$ cat src/rtl/irr_cnt_pkg.sv
package irr_cnt_pkg;

    localparam int CNT_W = 3;

    typedef logic [CNT_W-1:0] cnt_state_t;

    localparam cnt_state_t START_CODE = 3'b001;

    // drive pair for one JK stage
    typedef struct packed {
        logic j;
        logic k;
    } jk_drive_t;

    typedef enum logic [1:0] {
        JK_HOLD   = 2'b00,
        JK_CLEAR  = 2'b01,
        JK_SET    = 2'b10,
        JK_TOGGLE = 2'b11
    } jk_action_t;

    function automatic jk_action_t jk_decode(input jk_drive_t d);
        return jk_action_t'({d.j, d.k});
    endfunction

endpackage

$ cat src/rtl/jk_stage.sv
module jk_stage
    import irr_cnt_pkg::*;
#(
    parameter logic RST_VAL = 1'b0
) (
    input  logic      clk,
    input  logic      rst,
    input  logic      ld,
    input  logic      ld_val,
    input  logic      en,
    input  jk_drive_t drv,
    output logic      q
);

    logic q_r;

    always_ff @(posedge clk) begin
        if (rst) begin
            q_r <= RST_VAL;
        end else if (ld) begin
            q_r <= ld_val;
        end else if (en) begin
            unique case (jk_decode(drv))
                JK_HOLD:   q_r <= q_r;
                JK_CLEAR:  q_r <= 1'b0;
                JK_SET:    q_r <= 1'b1;
                JK_TOGGLE: q_r <= ~q_r;
            endcase
        end
    end

    assign q = q_r;

endmodule

$ cat src/rtl/irr_excite.sv
module irr_excite
    import irr_cnt_pkg::*;
(
    input  cnt_state_t cur,
    output jk_drive_t  drv [CNT_W]
);

    always_comb begin
        // stage 0: J high, K follows the top bit
        drv[0].j = 1'b1;
        drv[0].k = cur[2];
        // stage 1: always toggles
        drv[1].j = 1'b1;
        drv[1].k = 1'b1;
        // stage 2: toggles when the middle bit is set
        drv[2].j = cur[1];
        drv[2].k = cur[1];
    end

endmodule

$ cat src/rtl/irr_seq_counter.sv
module irr_seq_counter
    import irr_cnt_pkg::*;
(
    input  logic             clk,
    input  logic             rst,
    input  logic             cnt_en,
    input  logic             test_force,
    input  logic [CNT_W-1:0] test_value,
    output logic [CNT_W-1:0] q,
    output logic             cycle_start
);

    cnt_state_t state;
    jk_drive_t  drv [CNT_W];

    irr_excite u_excite (
        .cur (state),
        .drv (drv)
    );

    for (genvar g = 0; g < CNT_W; g++) begin : g_stage
        jk_stage #(
            .RST_VAL (START_CODE[g])
        ) u_jk (
            .clk    (clk),
            .rst    (rst),
            .ld     (test_force),
            .ld_val (test_value[g]),
            .en     (cnt_en),
            .drv    (drv[g]),
            .q      (state[g])
        );
    end

    assign q           = state;
    assign cycle_start = (state == START_CODE);

endmodule

$ cat config.mk
export PLATFORM = sky130hd
export DESIGN_NAME = irr_seq_counter
export DESIGN_NICKNAME = d
export VERILOG_FILES = /design/src/rtl/irr_cnt_pkg.sv /design/src/rtl/jk_stage.sv /design/src/rtl/irr_excite.sv /design/src/rtl/irr_seq_counter.sv
export SDC_FILE = /design/constraint.sdc
export NUM_CORES = 1
export LEC_CHECK = 0
export ABC_AREA = 1
export BUFFER_PORTS_ARGS = -buffer_cell sky130_fd_sc_hd__buf_4
export CORE_AREA = 3 3 40 42
export CTS_CLUSTER_SIZE = 28
export DETAILED_ROUTE_END_ITERATION = 8
export DIE_AREA = 0 0 43 45
export PLACE_DENSITY = 0.35
export SYNTH_ARGS = -nofsm -noshare
export SYNTH_HDL_FRONTEND = slang
export SYNTH_SLANG_ARGS = --single-unit
$ cat constraint.sdc
create_clock -name clk -period 1 [get_ports clk]
set_input_delay 0.1 -clock clk [delete_from_list [all_inputs] [get_ports clk]]
set_output_delay 0.1 -clock clk [all_outputs]
set_load 0.02 [all_outputs]
Yosys cells after proc, flatten, opt, wreduce, memory -nomap -nowiden
Cells that the tools add are included.
{"block": "totals", "register_bits": 3, "inputBits": 7, "out_inout_bits": 4, "elab_cells": 25}
{"block": "classes", "n_eq_ne": 6, "n_mux": 8, "n_bitwise": 3, "n_reduce_logical": 5}
{"cell": "$mux 1", "n": 6}
{"cell": "$eq 2x2->1 const B", "n": 2}
{"cell": "$logic_not 2->1", "n": 2}
{"cell": "$ne 2x2->1 const B", "n": 2}
{"cell": "$reduce_and 2->1", "n": 2}
{"cell": "$eq 3x1->1 const B", "n": 1}
{"cell": "$not 1->1", "n": 3}
{"cell": "$pmux 1 s3", "n": 1}
{"cell": "$eq 2x1->1 const B", "n": 1}
{"cell": "$pmux 1 s2", "n": 1}
{"cell": "$reduce_bool 2->1", "n": 1}

Longest topological paths before layout
{"block": "logic_depth", "depth_word": 4, "mapped_depth": 4, "depth_no_buf": 4}

Hierarchy
From an unflattened synthesis, not the netlist that was laid out.
{"block": "unflattened", "hier_cells": 41, "area_unflattened_um2": 236.5}
{"mod": "jk_stage at g_stage[1].u_jk ...", "n_inst": 2, "cells_per_inst": 11, "area_each_um2": 60.1, "seq_area_each_um2": 20.0}
{"mod": "jk_stage at g_stage[0].u_jk", "n_inst": 1, "cells_per_inst": 9, "area_each_um2": 53.8, "seq_area_each_um2": 20.0}
{"mod": "irr_excite", "n_inst": 1, "cells_per_inst": 7, "area_each_um2": 48.8, "seq_area_each_um2": 0.0}
{"mod": "irr_seq_counter", "n_inst": 1, "cells_per_inst": 3, "area_each_um2": 13.8, "seq_area_each_um2": 0.0}

Worst setup path before layout
Ideal clock, no wire load.
{"block": "synth_timing", "kind": "reg2out", "from": "register g_stage[2].u_jk.q_r", "to": "output port cycle_start", "arrival_ns": 0.830, "t_required_ns": 0.900, "path_slack_ns": 0.070, "stages_incl_launch_ff": 2, "path_buffers": 0, "cell_sequence": "dfxtp_1 -> nor3_1"}
{"block": "synth_between", "elab_chain_cells": 1}
{"item": "from (decl)", "line": "jk_stage.sv:15", "rtl": "logic q_r;"}
{"item": "from (signal assigned)", "line": "jk_stage.sv:21", "rtl": "q_r <= ld_val;"}
{"item": "from (signal assigned)", "line": "jk_stage.sv:24", "rtl": "JK_HOLD: q_r <= q_r;"}
{"item": "from (signal assigned)", "line": "jk_stage.sv:27", "rtl": "JK_TOGGLE: q_r <= ~q_r;"}
{"item": "$eq 3x1->1", "line": "irr_seq_counter.sv:36", "rtl": "assign cycle_start = (state == START_CODE);"}
{"item": "to (decl)", "line": "irr_seq_counter.sv:10", "rtl": "output logic cycle_start"}
No other way between the ends.

Worst setup path in the final report
{"block": "layout_timing", "from": "register g_stage[2].u_jk.q_r", "to": "register g_stage[2].u_jk.q_r"}
{"block": "layout_between", "elab_chain_cells": 4}
{"item": "$not 1->1", "line": "jk_stage.sv:27"}
{"item": "$pmux 1 s3", "line": "jk_stage.sv:23", "rtl": "unique case (jk_decode(drv))"}
{"item": "$mux 1", "line": "jk_stage.sv:22", "rtl": "end else if (en) begin"}
{"item": "$mux 1", "line": "jk_stage.sv:20", "rtl": "end else if (ld) begin"}
No other way between the ends. The select of a mux whose other input is x is not followed.
A chain may end at the register's enable or synchronous reset.

==> out/metrics.csv <==
stage,metric,value,unit
yosys,synthTopCellsByArea,"dfxtp_1 33%, buf_4 13%, inv_1 13%",
yosys,syn_nets,36,
timing,hold_viol,0,
die,start_util,14.0,%
worst_setup_path,crit_chain,buf_4 > buf_4 > o21ai_0 > nor2_1 > nor2_1,
final_layout,layout_common_cells,"14 x buf_4, 6 x nand2_1, 5 x inv_1, 4 x nor2_1, 3 x clkbuf_4",
die,pin_count,11,
yosys,synthXorXnorAreaFrac,0,%
cts,cts_tree,yes,
worst_setup_path,crit_fanout,3,
route,drc,0,
worst_setup_path,slowest_delay,0.34,ns
yosys,synth_cell_type_count,10,
route,firstDrtPassIters,2,
timing,rsz0062_at_grt,true,
timing,slew_viol_final,0,
timing,setup_tns,0,ns
timing,min_period_over_period,99.5,%
final_layout,antennaDiodeCount,0,
yosys,synth_top_family_by_area,simple AND/OR/NAND/NOR gates,
yosys,synth_area,180,um^2
yosys,synthAdderAreaFrac,0,%
final_layout,final_common_cell,buf_4,
route,via_per_inst,3.76,
worst_setup_path,cp-end-kind,flop,
timing,hold-worst-slack,0.104,ns
route,first_iter_violations,4,
cts,h-tree-depth,1,
die,core,0.00128,mm^2
cts,clock-sinks,3,
route,vias,222,
timing,finalClockSkew,0.00663,ns
worst_setup_path,slowest_stage,dfxtp_4,
timing,setup_viol_count_final,0,
yosys,synth_cells,29,
global_route,grt_pass1_vias,231,
outcome,status,"complete, no violations",
timing,worst_pin_slew,0.255,ns
route,antenna_left,0,
route,routed_wl,565,um
yosys,yosysTopAreaCell,dfxtp_1,
die,num_rows,13,
power,p_leak,0.175,nW
global_route,grt_pass1_wl,841,um
yosys,synth_seq_cells,3,
worst_setup_path,worstSetupStartpointType,flop,
yosys,synth-simple-area-share,26.4,%
yosys,yosysSeqAreaShare,33.3,%
yosys,synth_compound_area_share,15.3,%
cts,clk_latency,0.24,ns
yosys,synth_top_cell_area_share,33.3,%
route,wl_per_cell,9.58,um
global_route,grt_overflow,0,
timing,relSlewSlack,83.0,%
worst_setup_path,path_class,reg -> reg,
die,die_area,0.00194,mm^2
final_layout,areaGrowthSynthToFinish,76.4,%
cts,clkTransAtPathRegs,0.04,ns
cts,cts_buffers,3,
final_layout,final_util,24.7,%
cts,clockBufferDepth,2,
final_layout,drive_gt1_share,47.7,%
yosys,syn_area_per_cell,6.21,um^2
final_layout,largest_register_ffs,3,
yosys,synthMuxAreaShare,0,%
final_layout,num-nets-final,52,
flow_run,max-cap-violations,0,
worst_setup_path,arrival,1.16,ns
cts,cts-root-buf,clkbuf_4,
placed_design,gp_congestion,0.799,
worst_setup_path,regToRegSetupSlack,0.005,ns
timing,min_period,0.995,ns
global_route,grtUsageTotal,6.23,%
global_route,antenna_found_initial,0,
power,powerDensity,1530,mW/mm^2
die,die_y,45,um
power,peakVddDrop,258,uV
power,p_total,0.000485,W
global_route,grt_max_degree,7,
yosys,ys_warn_count,0,
placed_design,hpwlAfterDp,404,um
worst_setup_path,cp.required,1.16,ns
timing,max_freq,1.01,GHz
placed_design,io_buffers,10,
die,die_x,43,um
min_path,worstHoldPathType,in -> reg,
[metrics by stage]
step | cells | area (um^2) | setup slack (ns)
finish | 59 | 318 | 0.00499
global placement | 51 | 251 | 0.173
CTS | 56 | 292 | -0.00660
global route | 59 | 318 | -0.0344
detailed placement | 51 | 251 | 0.164
floorplan | 29 | 180 | 0.0702
[power by group]
group | internal, W | total (W) | leakage, nW | switching [W]
Combinational | 0.0000656 | 0.000126 | 0.134 | 0.0000608
Sequential | 0.000131 | 0.000140 | 0.0253 | 0.00000914
Clock | 0.000150 | 0.000219 | 0.0150 | 0.0000689
Total | 0.000347 | 0.000485 | 0.175 | 0.000139
[cells in the mapped netlist]
| library cell | number |
|---|---|
| dfxtp_1 | 3 |
| o211ai_1 | 1 |
| nor3_1 | 1 |
| o21ai_0 | 2 |
| inv_1 | 6 |
| a21oi_1 | 2 |
| nand2_1 | 6 |
| nand3_1 | 1 |
| buf_4 | 3 |
| nor2_1 | 4 |
[cell type report]
cell class              count  area, um^2
clock buffers               4        26.3
fillers                   150         967
inverters                   6        22.5
repair buffers             14         105
multi-input cells          17        80.1
flip-flops and latches      3        65.1
well taps                  15        18.8
[per-layer routing]
layer	track usage [%]	up-vias	part of all wire [%]
met4	9.04	0	2.7
li1	-	116	-
met1	4.32	97	37
met2	12.0	7	54
met3	0.797	2	6.9
met5	0	-	0
[critical path, delay by kind of cell (launching register included)]
family,cells,cell delay (ns)
flip-flops,1,0.34
AND/OR/NAND/NOR,2,0.17
buffers and inverters,2,0.25
AO/OA/AOI/OAI,1,0.14
[logic make-up after synthesis]
| family | count (synthesis) |
|---|---|
| flip-flops | 3 |
| AO/OA/AOI/OAI | 5 |
| AND/OR/NAND/NOR | 12 |
| buffers and inverters | 9 |
[repair_timing]
item                       CTS  global route
setup endpoints to repair    1             1
setup buffers                1             3
resized for setup            3             2
hold buffers                 0             0
pin swaps                    1             1
[final timing paths]
path | startpoint | depth (start not counted) | endpoint
worst min-delay path | rst | 3 | g_stage[0].u_jk.q$_SDFFE_PP1P_
worst min register to register | g_stage[0].u_jk.q$_SDFFE_PP1P_ | 2 | g_stage[0].u_jk.q$_SDFFE_PP1P_
worst max register to register | g_stage[2].u_jk.q$_SDFFE_PP0P_ | 5 | g_stage[2].u_jk.q$_SDFFE_PP0P_
worst max-delay path | g_stage[2].u_jk.q$_SDFFE_PP0P_ | 5 | g_stage[2].u_jk.q$_SDFFE_PP0P_
(Power assumes the default switching activity.)
